<file path="src/rtl/smb_host_pkg.sv">
package smb_host_pkg;
  localparam int DW = 8;

  localparam logic [2:0] OFS_STAT = 3'd0;
  localparam logic [2:0] OFS_CTL  = 3'd2;
  localparam logic [2:0] OFS_CMD  = 3'd3;
  localparam logic [2:0] OFS_ADR  = 3'd4;
  localparam logic [2:0] OFS_D0   = 3'd5;
  localparam logic [2:0] OFS_D1   = 3'd6;
  localparam logic [2:0] OFS_BLK  = 3'd7;

  localparam logic [DW-1:0] ST_BUSY     = 8'h01;
  localparam logic [DW-1:0] ST_FAIL     = 8'h10;
  localparam logic [DW-1:0] ST_W1C_MASK = 8'h1e;

  localparam int CTL_KILL_BIT  = 1;
  localparam int CTL_START_BIT = 6;
endpackage

</file>
<file path="src/rtl/smb_host_status.sv">
module smb_host_status
  import smb_host_pkg::*;
(
  input  logic          clk,
  input  logic          rst_n,
  input  logic          st_wr,
  input  logic [DW-1:0] st_wdata,
  input  logic          start_req,
  input  logic          kill_req,
  input  logic          done_in,
  input  logic [DW-1:0] done_code,
  output logic [DW-1:0] status,
  output logic          pending,
  output logic          abort_pulse
);
  logic [DW-1:0] stat_q, stat_d;
  logic          pend_q, pend_d;
  logic          abort_q, abort_d;

  always_comb begin
    stat_d  = stat_q;
    pend_d  = pend_q;
    abort_d = 1'b0;
    if (st_wr) stat_d = stat_q & ~(st_wdata & ST_W1C_MASK);
    if (done_in && pend_q) begin
      stat_d = done_code;
      pend_d = 1'b0;
    end
    if (kill_req && pend_q && !start_req) begin
      stat_d  = ST_FAIL;
      pend_d  = 1'b0;
      abort_d = 1'b1;
    end
    if (start_req) begin
      stat_d = ST_BUSY;
      pend_d = 1'b1;
    end
  end

  always_ff @(posedge clk or negedge rst_n) begin
    if (!rst_n) begin
      stat_q  <= '0;
      pend_q  <= 1'b0;
      abort_q <= 1'b0;
    end else begin
      stat_q  <= stat_d;
      pend_q  <= pend_d;
      abort_q <= abort_d;
    end
  end

  assign status      = stat_q;
  assign pending     = pend_q;
  assign abort_pulse = abort_q;


  w1c_clear_chk: assert property (@(posedge clk) disable iff (!rst_n)
    (st_wr && !pend_q) |=> (stat_q == ($past(stat_q) & ~($past(st_wdata) & ST_W1C_MASK))));

  done_code_chk: assert property (@(posedge clk) disable iff (!rst_n)
    (done_in && pend_q && !kill_req && !start_req) |=> (stat_q == $past(done_code) && !pend_q));

  kill_fail_chk: assert property (@(posedge clk) disable iff (!rst_n)
    (kill_req && pend_q && !start_req) |=> (stat_q == ST_FAIL && abort_q && !pend_q));

  busy_hold_chk: assert property (@(posedge clk) disable iff (!rst_n)
    pend_q |-> (stat_q == ST_BUSY));
endmodule

</file>
<file path="src/rtl/smb_host_cfg.sv">
module smb_host_cfg
  import smb_host_pkg::*;
#(
  parameter bit WIDE_CTL = 1'b0,
  localparam logic [DW-1:0] CTL_MASK = WIDE_CTL ? 8'h3f : 8'h1f
) (
  input  logic          clk,
  input  logic          rst_n,
  input  logic          wr_en,
  input  logic [2:0]    wr_ofs,
  input  logic [DW-1:0] wr_data,
  input  logic          d0_load,
  input  logic [DW-1:0] d0_val,
  input  logic          d1_load,
  input  logic [DW-1:0] d1_val,
  output logic [DW-1:0] ctl,
  output logic [DW-1:0] cmd,
  output logic [DW-1:0] adr,
  output logic [DW-1:0] d0,
  output logic [DW-1:0] d1
);
  logic [DW-1:0] ctl_q, cmd_q, adr_q, d0_q, d1_q;
  logic [DW-1:0] ctl_d, cmd_d, adr_d, d0_d, d1_d;
  logic          ctl_en, cmd_en, adr_en, d0_en, d1_en;

  always_comb begin
    ctl_en = wr_en && (wr_ofs == OFS_CTL);
    cmd_en = wr_en && (wr_ofs == OFS_CMD);
    adr_en = wr_en && (wr_ofs == OFS_ADR);
    d0_en  = d0_load || (wr_en && (wr_ofs == OFS_D0));
    d1_en  = d1_load || (wr_en && (wr_ofs == OFS_D1));
    ctl_d  = wr_data & CTL_MASK;
    cmd_d  = wr_data;
    adr_d  = wr_data;
    d0_d   = d0_load ? d0_val : wr_data;
    d1_d   = d1_load ? d1_val : wr_data;
  end

  always_ff @(posedge clk or negedge rst_n) begin
    if (!rst_n) begin
      ctl_q <= '0;
      cmd_q <= '0;
      adr_q <= '0;
      d0_q  <= '0;
      d1_q  <= '0;
    end else begin
      if (ctl_en) ctl_q <= ctl_d;
      if (cmd_en) cmd_q <= cmd_d;
      if (adr_en) adr_q <= adr_d;
      if (d0_en)  d0_q  <= d0_d;
      if (d1_en)  d1_q  <= d1_d;
    end
  end

  assign ctl = ctl_q;
  assign cmd = cmd_q;
  assign adr = adr_q;
  assign d0  = d0_q;
  assign d1  = d1_q;


  ctl_mask_chk: assert property (@(posedge clk) disable iff (!rst_n)
    (wr_en && wr_ofs == OFS_CTL) |=> ((ctl_q & ~CTL_MASK) == '0 && !ctl_q[CTL_START_BIT]));

  seq_d0_load_chk: assert property (@(posedge clk) disable iff (!rst_n)
    d0_load |=> (d0_q == $past(d0_val)));
endmodule

</file>
<file path="src/rtl/smb_host_blkbuf.sv">
module smb_host_blkbuf
  import smb_host_pkg::*;
#(
  parameter int DEPTH = 32,
  localparam int IDX_W = $clog2(DEPTH)
) (
  input  logic             clk,
  input  logic             rst_n,
  input  logic             sw_acc,
  input  logic             sw_we,
  input  logic [DW-1:0]    sw_wdata,
  input  logic             idx_clr,
  output logic [DW-1:0]    sw_rdata,
  input  logic [IDX_W-1:0] sq_idx,
  input  logic             sq_we,
  input  logic [DW-1:0]    sq_wdata,
  output logic [DW-1:0]    sq_rdata
);
  localparam logic [IDX_W-1:0] IDX_LAST = IDX_W'(DEPTH - 1);

  logic [DW-1:0]    mem_q [DEPTH];
  logic [IDX_W-1:0] idx_q, idx_d;

  always_comb begin
    idx_d = idx_q;
    if (idx_clr)     idx_d = '0;
    else if (sw_acc) idx_d = (idx_q == IDX_LAST) ? '0 : idx_q + 1'b1;
  end

  always_ff @(posedge clk or negedge rst_n) begin
    if (!rst_n) idx_q <= '0;
    else        idx_q <= idx_d;
  end

  for (genvar g = 0; g < DEPTH; g++) begin : g_ent
    logic ent_sq, ent_sw;
    assign ent_sq = sq_we && (sq_idx == IDX_W'(g));
    assign ent_sw = sw_acc && sw_we && (idx_q == IDX_W'(g));
    always_ff @(posedge clk or negedge rst_n) begin
      if (!rst_n)      mem_q[g] <= '0;
      else if (ent_sq) mem_q[g] <= sq_wdata;
      else if (ent_sw) mem_q[g] <= sw_wdata;
    end
  end

  assign sw_rdata = mem_q[idx_q];
  assign sq_rdata = mem_q[sq_idx];


  idx_wrap_chk: assert property (@(posedge clk) disable iff (!rst_n)
    (sw_acc && !idx_clr && idx_q == IDX_LAST) |=> (idx_q == '0));

  idx_clear_chk: assert property (@(posedge clk) disable iff (!rst_n)
    idx_clr |=> (idx_q == '0));

  idx_hold_chk: assert property (@(posedge clk) disable iff (!rst_n)
    (!sw_acc && !idx_clr) |=> $stable(idx_q));
endmodule

</file>
<file path="src/rtl/smb_host_regs.sv">
module smb_host_regs
  import smb_host_pkg::*;
#(
  parameter int DEPTH    = 32,
  parameter bit WIDE_CTL = 1'b0,
  localparam int IDX_W   = $clog2(DEPTH)
) (
  input  logic             clk,
  input  logic             rst_n,
  input  logic             bus_sel,
  input  logic             bus_we,
  input  logic [2:0]       bus_addr,
  input  logic [DW-1:0]    bus_wdata,
  output logic [DW-1:0]    bus_rdata,
  output logic             seq_start,
  output logic             seq_abort,
  output logic [DW-1:0]    seq_ctl,
  output logic [DW-1:0]    seq_cmd,
  output logic [DW-1:0]    seq_addr,
  output logic [DW-1:0]    seq_data0,
  output logic [DW-1:0]    seq_data1,
  input  logic             seq_done,
  input  logic [DW-1:0]    seq_code,
  input  logic             seq_d0_we,
  input  logic [DW-1:0]    seq_d0,
  input  logic             seq_d1_we,
  input  logic [DW-1:0]    seq_d1,
  input  logic [IDX_W-1:0] seq_buf_idx,
  input  logic             seq_buf_we,
  input  logic [DW-1:0]    seq_buf_wdata,
  output logic [DW-1:0]    seq_buf_rdata
);
  logic          wr_en, rd_en, ctl_wr, ctl_rd, st_wr, blk_acc;
  logic          start_req, kill_req;
  logic          start_q;
  logic [DW-1:0] status, blk_rdata;
  logic [DW-1:0] rdata_q, rdata_d;
  logic          pending;

  always_comb begin
    wr_en     = bus_sel && bus_we;
    rd_en     = bus_sel && !bus_we;
    ctl_wr    = wr_en && (bus_addr == OFS_CTL);
    ctl_rd    = rd_en && (bus_addr == OFS_CTL);
    st_wr     = wr_en && (bus_addr == OFS_STAT);
    blk_acc   = bus_sel && (bus_addr == OFS_BLK);
    start_req = ctl_wr && bus_wdata[CTL_START_BIT];
    kill_req  = ctl_wr && bus_wdata[CTL_KILL_BIT];
  end

  smb_host_status u_status (
    .clk        (clk),
    .rst_n      (rst_n),
    .st_wr      (st_wr),
    .st_wdata   (bus_wdata),
    .start_req  (start_req),
    .kill_req   (kill_req),
    .done_in    (seq_done),
    .done_code  (seq_code),
    .status     (status),
    .pending    (pending),
    .abort_pulse(seq_abort)
  );

  smb_host_cfg #(.WIDE_CTL(WIDE_CTL)) u_cfg (
    .clk    (clk),
    .rst_n  (rst_n),
    .wr_en  (wr_en),
    .wr_ofs (bus_addr),
    .wr_data(bus_wdata),
    .d0_load(seq_d0_we),
    .d0_val (seq_d0),
    .d1_load(seq_d1_we),
    .d1_val (seq_d1),
    .ctl    (seq_ctl),
    .cmd    (seq_cmd),
    .adr    (seq_addr),
    .d0     (seq_data0),
    .d1     (seq_data1)
  );

  smb_host_blkbuf #(.DEPTH(DEPTH)) u_blk (
    .clk     (clk),
    .rst_n   (rst_n),
    .sw_acc  (blk_acc),
    .sw_we   (bus_we),
    .sw_wdata(bus_wdata),
    .idx_clr (ctl_rd),
    .sw_rdata(blk_rdata),
    .sq_idx  (seq_buf_idx),
    .sq_we   (seq_buf_we),
    .sq_wdata(seq_buf_wdata),
    .sq_rdata(seq_buf_rdata)
  );

  always_comb begin
    unique case (bus_addr)
      OFS_STAT: rdata_d = status;
      OFS_CTL:  rdata_d = seq_ctl;
      OFS_CMD:  rdata_d = seq_cmd;
      OFS_ADR:  rdata_d = seq_addr;
      OFS_D0:   rdata_d = seq_data0;
      OFS_D1:   rdata_d = seq_data1;
      OFS_BLK:  rdata_d = blk_rdata;
      default:  rdata_d = '0;
    endcase
  end

  always_ff @(posedge clk or negedge rst_n) begin
    if (!rst_n) begin
      rdata_q <= '0;
      start_q <= 1'b0;
    end else begin
      if (rd_en) rdata_q <= rdata_d;
      start_q <= start_req;
    end
  end

  assign bus_rdata = rdata_q;
  assign seq_start = start_q;


  start_busy_chk: assert property (@(posedge clk) disable iff (!rst_n)
    seq_start |-> (pending && status == ST_BUSY));

  cmd_read_chk: assert property (@(posedge clk) disable iff (!rst_n)
    (rd_en && bus_addr == OFS_CMD) |=> (bus_rdata == $past(seq_cmd)));

  hole_read_chk: assert property (@(posedge clk) disable iff (!rst_n)
    (rd_en && bus_addr == 3'd1) |=> (bus_rdata == '0));
endmodule

</file>
<file path="config.mk">
export PLATFORM = sky130hd
export DESIGN_NAME = smb_host_regs
export DESIGN_NICKNAME = d
export VERILOG_FILES = /design/src/rtl/smb_host_pkg.sv /design/src/rtl/smb_host_status.sv /design/src/rtl/smb_host_cfg.sv /design/src/rtl/smb_host_blkbuf.sv /design/src/rtl/smb_host_regs.sv
export SDC_FILE = /design/constraint.sdc
export NUM_CORES = 1
export LEC_CHECK = 0
export ABC_AREA = 0
export CELL_PAD_IN_SITES_DETAIL_PLACEMENT = 0
export CELL_PAD_IN_SITES_GLOBAL_PLACEMENT = 2
export CORE_MARGIN = 10
export CORE_UTILIZATION = 46
export CTS_CLUSTER_DIAMETER = 50
export DETAILED_ROUTE_END_ITERATION = 7
export DONT_BUFFER_PORTS = 1
export PLACE_DENSITY_LB_ADDON = 0.05
export SLEW_MARGIN = 0
export SYNTH_ARGS = -nofsm -noshare
export SYNTH_HDL_FRONTEND = slang
export SYNTH_HIERARCHICAL = 1
export SYNTH_SLANG_ARGS = --single-unit
</file>
<file path="constraint.sdc">
create_clock -name clk -period 4.8 [get_ports clk]
set_input_delay 1.44 -clock clk [delete_from_list [all_inputs] [get_ports clk]]
set_output_delay 1.44 -clock clk [all_outputs]
set_load 0.05 [all_outputs]
</file>
==> impl_metrics.json, run 1 <==
{
  "hold_viol": 0,
  "cts_tree": "done",
  "max_freq_mhz": 223,
  "synthArstFlopShare_pct": 100,
  "grt_pass1_wl_um": 110000,
  "path_clk_slew_ns": 0.05,
  "fp-row-count": 76,
  "ys_ff_latch": 317,
  "yosys_warnings": 6,
  "critPathMaxFanout": 82,
  "postCtsSetupRepairBufs": 0,
  "vias": 15800,
  "avgSynthCellArea_sq_um": 10.3,
  "wirelength_um": 75900,
  "ant_nets": 0,
  "via_per_inst": 6.37,
  "cts_hold_buf": 0,
  "grt_usage_pct": 28.2,
  "setup-violations-final": 0,
  "ys_seq_area_share_pct": 39.4,
  "whs_ns": 0.564,
  "crit_required_ns": 3.36,
  "power_density_nw_per_um2": 488,
  "startpoint_type": "input port",
  "firstDrtPassIters": 6,
  "reg2reg_to": "bus_rdata[2]",
  "grt_use_met1_pct": 39.6,
  "grt-ovfl-total": 0,
  "finalCritPeriodShare_pct": 93.5,
  "outcome": "completed",
  "fin_skew_ns": 0.0187,
  "p_leak_nw": 8.58,
  "final_max_slew_viol_count": 0,
  "crit_slowest_cell": "or2_1",
  "cts-root-buf": "clkbuf_16",
  "die_w_um": 229,
  "dieArea_sq_um": 52500,
  "remaining_drc_errors": 0,
  "path_cells": "or2_1 > o22a_1 > o221ai_1 > a21o_1 > o221a_2",
  "ir_worst_vdd_v": 0.000322,
  "synth_ff_type": "dfrtp_1",
  "tightest_slew_ns": 1.15,
  "areaGrowthSynthToFinish_pct": 7.81,
  "synth-edff-count": 0,
  "cap_viol_max_count": 0,
  "fin_cells": 2481,
  "crit_family": "compound AO/OA/AOI/OAI gates",
  "use_met2_pct": 41.8,
  "nets": 1924,
  "gp_congestion": 0.927,
  "yosys.cell_types.count": 69,
  "dp_cells": 2400,
  "die_y_um": 229,
  "gr-usage-met3_pct": 5.85,
  "drt-initial-drc-count": 1873,
  "n_antenna_cell": 0,
  "grt_pass1_vias": 15000,
  "setup.worst_path.end_class": "output port",
  "critPathKind": "in2out",
  "wl_per_cell_um": 30.6,
  "antenna_found_initial": 0,
  "arrival_ns": 3.05,
  "start_util_pct": 46.6,
  "core_area_sq_um": 43200,
  "grt_max_degree": 318,
  "final_util_pct": 50.2,
  "slew-limit-headroom_pct": 22.7,
  "critPathMaxStageDelay_ns": 0.47,
  "io_pins": 114,
  "cts.sinks": 317,
  "worst-path-buf-inv": 0,
  "r2r_cells": 10,
  "post_cts_resized": 0,
  "busiest_layer": "met2",
  "timing.rr.start": "u_blk/idx_q[0]",
  "syn_inst": 1960,
  "tns_ns": 0,
  "drive_gt1_share_pct": 14.3,
  "rsz0062_at_grt": "no",
  "power_mw": 10.6,
  "fin_crit_ns": 4.49,
  "numPortBuffers": 0,
  "dpl.hpwl_um": 50800,
  "reg2reg_slack_ns": 1.26,
  "hold_class": "in2async",
  "numCtsBuffers": 45,
  "cts_buffer_depth": 3,
  "cts-htree-levels": 2,
  "syn_area_sq_um": 20100,
  "insertion_delay_ns": 0.59
}
cell usage in the layout (no fill, tap or decap), types with 7 or more instances in the layout:
| cell | instances |
|---|---|
| a21bo_2 | 7 |
| a21oi_1 | 160 |
| a22oi_1 | 11 |
| buf_4 | 13 |
| clkbuf_16 | 47 |
| clkbuf_8 | 9 |
| clkinv_2 | 8 |
| dfrtp_1 | 315 |
| mux2_2 | 27 |
| mux2_4 | 9 |
| mux2i_1 | 423 |
| mux4_2 | 68 |
| nand2_1 | 193 |
| nand2b_1 | 11 |
| nand3_1 | 11 |
| nor2_1 | 189 |
| nor2_4 | 26 |
| nor3_1 | 20 |
| nor4_1 | 8 |
| o21ai_0 | 96 |
| o21ai_1 | 49 |
| o221ai_1 | 8 |
| o22a_1 | 8 |
| o22ai_1 | 36 |
worst max-delay path by stage:
stage,startpoint,end,slack (ns),cells past startpoint
6_report,seq_buf_idx[1],seq_buf_rdata[6],0.31,5
3_5_place_dp,seq_buf_idx[1],seq_buf_rdata[6],0.38,5
5_1_grt,seq_buf_idx[1],seq_buf_rdata[1],0.27,5
2_1_floorplan,seq_buf_idx[1],seq_buf_rdata[5],0.38,7
3_3_place_gp,seq_buf_idx[1],seq_buf_rdata[6],0.40,5
4_1_cts,seq_buf_idx[1],seq_buf_rdata[6],0.38,5
stage by stage:
stage / setup slack, ns / instance area (sq um)
2_1_floorplan: 0.383 / 20100
3_3_place_gp: 0.398 / 20100
3_5_place_dp: 0.382 / 20100
4_1_cts: 0.383 / 21700
5_1_grt: 0.273 / 21700
6_report: 0.314 / 21700
kinds of logic after synthesis:
kind of cell | Yosys count | synth area share [%]
and+or+nand+nor | 535 | 13.4
muxes | 527 | 30.8
AOI/OAI and AO/OA | 407 | 11.5
DFF | 317 | 39.4
buffers and inverters | 167 | 4.35
adders and majority gates | 6 | 0.373
other | 1 | 0.0186
per-layer routing:
metal,part of all wire [%],up-vias
met5,0,-
met4,4.1,0
met3,7.9,145
met2,44,734
met1,44,7982
li1,-,6935
cell usage after synthesis, types with 9 or more instances:
| library cell | number | area [sq um] |
|---|---|---|
| buf_2 | 49 | 245 |
| o21ai_0 | 96 | 480 |
| a21oi_1 | 160 | 801 |
| mux4_2 | 68 | 1530 |
| nor3_1 | 20 | 100 |
| buf_6 | 11 | 124 |
| o21ai_1 | 49 | 245 |
| a22oi_1 | 11 | 82.6 |
| dfrtp_1 | 317 | 7930 |
| nand2_1 | 193 | 724 |
| nand2b_1 | 11 | 68.8 |
| nor2_4 | 26 | 293 |
| o22ai_1 | 36 | 225 |
| buf_4 | 23 | 173 |
| clkbuf_1 | 68 | 255 |
| mux2i_1 | 423 | 4230 |
| nand3_1 | 11 | 55.1 |
| mux2_2 | 27 | 304 |
| mux2_4 | 9 | 135 |
| nor2_1 | 189 | 709 |
worst register-to-register path: cells and delay by family (launching register included):
kind            cells  cell delay, ns
flops               1            0.70
buf+inv             1            0.40
mux                 3            0.92
simple gates        2            0.71
compound gates      4            0.66
area by class of cell:
cell class	count	area, sq um
Inverter	6	22.5
Multi-Input combinational cell	1478	11300
Clock buffer	58	1310
Clock inverter	23	251
Fill cell	4000	21500
Timing Repair Buffer	14	118
Sequential cell	317	7940
Tap cell	585	732
flip-flops by register name, indices dropped and copies added (netlist names):
name,cells
bus_rdata,8
seq_start,1
u_blk/idx_q,5
u_blk/mem_q,256
u_cfg/adr,8
u_cfg/cmd,8
u_cfg/ctl,5
u_cfg/d0,8
u_cfg/d1,8
u_status/abort_pulse,1
u_status/pending,1
u_status/status,8
power breakdown:
group	switching [mW]	internal (mW)	total (mW)	leakage, nW
logic	1.38	1.27	2.65	3.90
clock network	1.33	2.14	3.47	0.766
registers	1.15	3.31	4.46	3.92
Note: power is estimated with default switching activity, not from simulation.
==> inputs of run 2 (changes only) <==
--- a/config.mk
+++ b/config.mk
@@ -5,11 +5,10 @@
 export SDC_FILE = /design/constraint.sdc
 export NUM_CORES = 1
 export LEC_CHECK = 0
-export ABC_AREA = 0
 export CELL_PAD_IN_SITES_DETAIL_PLACEMENT = 0
 export CELL_PAD_IN_SITES_GLOBAL_PLACEMENT = 2
 export CORE_MARGIN = 10
-export CORE_UTILIZATION = 46
+export CORE_UTILIZATION = 39
 export CTS_CLUSTER_DIAMETER = 50
 export DETAILED_ROUTE_END_ITERATION = 7
 export DONT_BUFFER_PORTS = 1
==> constraint.sdc (replaced) <==
create_clock -name clk -period 3.7 [get_ports clk]
set_input_delay 1.11 -clock clk [delete_from_list [all_inputs] [get_ports clk]]
set_output_delay 1.11 -clock clk [all_outputs]
set_load 0.05 [all_outputs]
==> run 2 against run 1 <==
Effect of this change: sequential power rose by 29%; setup slack worse by 0.31 ns; global-route usage down 2.2 points; routed wire length grew 6.0%; sequential share of layout area down 1.3 points; total power is 35% higher; combinational power increased by 38%; first-iteration DRC count decreased by 21%; clock-buffer cell count up 7; die area up 16%; critical path type unchanged; critical endpoint is now seq_buf_rdata[0].
==> impl_metrics.json, run 2 (same netlist as run 1, synthesis figures left out) <==
{
  "gp_congestion": 0.909,
  "tightest_slew_ns": 0.929,
  "io_pins": 114,
  "dp_cells": 2550,
  "core_area_sq_um": 51200,
  "max_freq_mhz": 270,
  "hold_class": "in2async",
  "p_sw_share_pct": 36.5,
  "arrival_ns": 2.59,
  "cts-root-buf": "clkbuf_16",
  "layout_common_cells": "mux2i_1 (423), dfrtp_1 (315), nand2_1 (193), nor2_1 (189), a21oi_1 (160)",
  "setup.worst_path.end_class": "output port",
  "top_register": "u_blk/mem_q",
  "startpoint_type": "input port",
  "rsz0062_at_grt": "no",
  "grt_pass1_vias": 15100,
  "power_mw": 14.3,
  "die_w_um": 247,
  "areaGrowthSynthToFinish_pct": 11.9,
  "critPathMaxFanout": 32,
  "p_int_mw": 9.09,
  "wirelength_um": 80400,
  "grt_usage_pct": 26.1,
  "pwr-share-clk_pct": 34.3,
  "tns_ns": 0,
  "whs_ns": 0.215,
  "cts.sinks": 317,
  "dpl.hpwl_um": 54200,
  "postCtsSetupRepairBufs": 0,
  "cts_buffer_depth": 3,
  "cts_tree": "done",
  "finalCritPeriodShare_pct": 99.9,
  "grt_pass1_wl_um": 116000,
  "ant_nets": 0,
  "fp-row-count": 83,
  "final_area_sq_um": 22500,
  "fin_skew_ns": 0.0230,
  "fin_cells": 2643,
  "ir_worst_vdd_v": 0.000401,
  "final_common_cell": "mux2i_1",
  "drt-initial-drc-count": 1474,
  "setup-violations-final": 0,
  "final_max_slew_viol_count": 0,
  "final_util_pct": 44.0,
  "grt-ovfl-total": 0,
  "fin_crit_ns": 3.70,
  "numCtsBuffers": 50,
  "cts-htree-levels": 2,
  "slew-limit-headroom_pct": 37.6,
  "firstDrtPassIters": 6,
  "place_area_sq_um": 20800,
  "power_frac_seq_pct": 40.1,
  "p_sw_mw": 5.22,
  "dieArea_sq_um": 61100,
  "die_y_um": 247,
  "via_per_inst": 5.91,
  "antenna_found_initial": 0,
  "place_ws_ns": -0.0234,
  "power_density_nw_per_um2": 636,
  "nets": 1984,
  "p_leak_nw": 8.97,
  "insertion_delay_ns": 0.61,
  "drive_gt1_share_pct": 17.3,
  "wl_per_cell_um": 30.4,
  "start_util_pct": 39.3,
  "p_comb_share_pct": 25.6,
  "largest_register_ffs": 256,
  "outcome": "completed",
  "fillers": 4945,
  "hold_viol": 0,
  "cts_hold_buf": 0,
  "vias": 15600,
  "numPortBuffers": 0,
  "n_antenna_cell": 0,
  "grt_max_degree": 318,
  "cap_viol_max_count": 0,
  "crit_required_ns": 2.59,
  "critPathKind": "in2out",
  "path_clk_slew_ns": 0.05,
  "layout_setup_ws_ns": 0.00286,
  "remaining_drc_errors": 0
}
[run 2: area by class of cell]
class / count / area [sq um] / area share [%]
inverter: 6 / 22.5 / 0.100
multi-input combinational: 1478 / 11300 / 50.4
timing repair buffer: 69 / 629 / 2.80
tap: 680 / 851 / 3.78
clock inverter: 28 / 287 / 1.27
clock buffer: 65 / 1440 / 6.40
sequential: 317 / 7940 / 35.3
[run 2: critical path, cell delays in order]
cell and delay [ns]:
mux4_2 0.49, mux2_2 0.29, o211ai_1 0.27, nand3_1 0.20, buf_6 0.20
[run 2: repair_timing]
action / 4_1_cts / 5_1_grt
gates resized for setup: 2 / 4
endpoints found under the setup margin: 1 / 6
pin swaps: 1 / 1
[run 2: power by group through the flow]
stage | sequential (mW) | clock, mW | combinational [mW]
after floorplan | 5.11 | 0 | 2.83
after global placement | 5.77 | 0 | 3.59
after detailed placement | 5.76 | 0 | 3.64
after CTS | 5.71 | 4.99 | 3.64
after global routing | 5.82 | 5.14 | 3.92
final | 5.74 | 4.91 | 3.66
[run 2: layer usage]
metal	part of all wire, %	GRT usage [%]	vias up
li1	-	-	7048
met1	44	35.7	7928
met2	47	41.2	526
met3	5.8	3.94	124
met4	3.5	9.16	0
met5	0	0	-
[run 2: worst paths after layout]
check,startpoint,end,slack [ns],cells after the start
worst max-delay path,seq_buf_idx[0],seq_buf_rdata[0],0.003,5
worst min-delay path,rst_n,u_blk/mem_q[168],0.21,0
worst max register to register,u_blk/idx_q[1],bus_rdata[6],0.52,10
worst min register to register,u_blk/mem_q[127],u_blk/mem_q[127],0.58,2
max in group asynchronous,rst_n,u_blk/idx_q[0],2.95,0
min in group clk,u_blk/mem_q[127],u_blk/mem_q[127],0.58,2
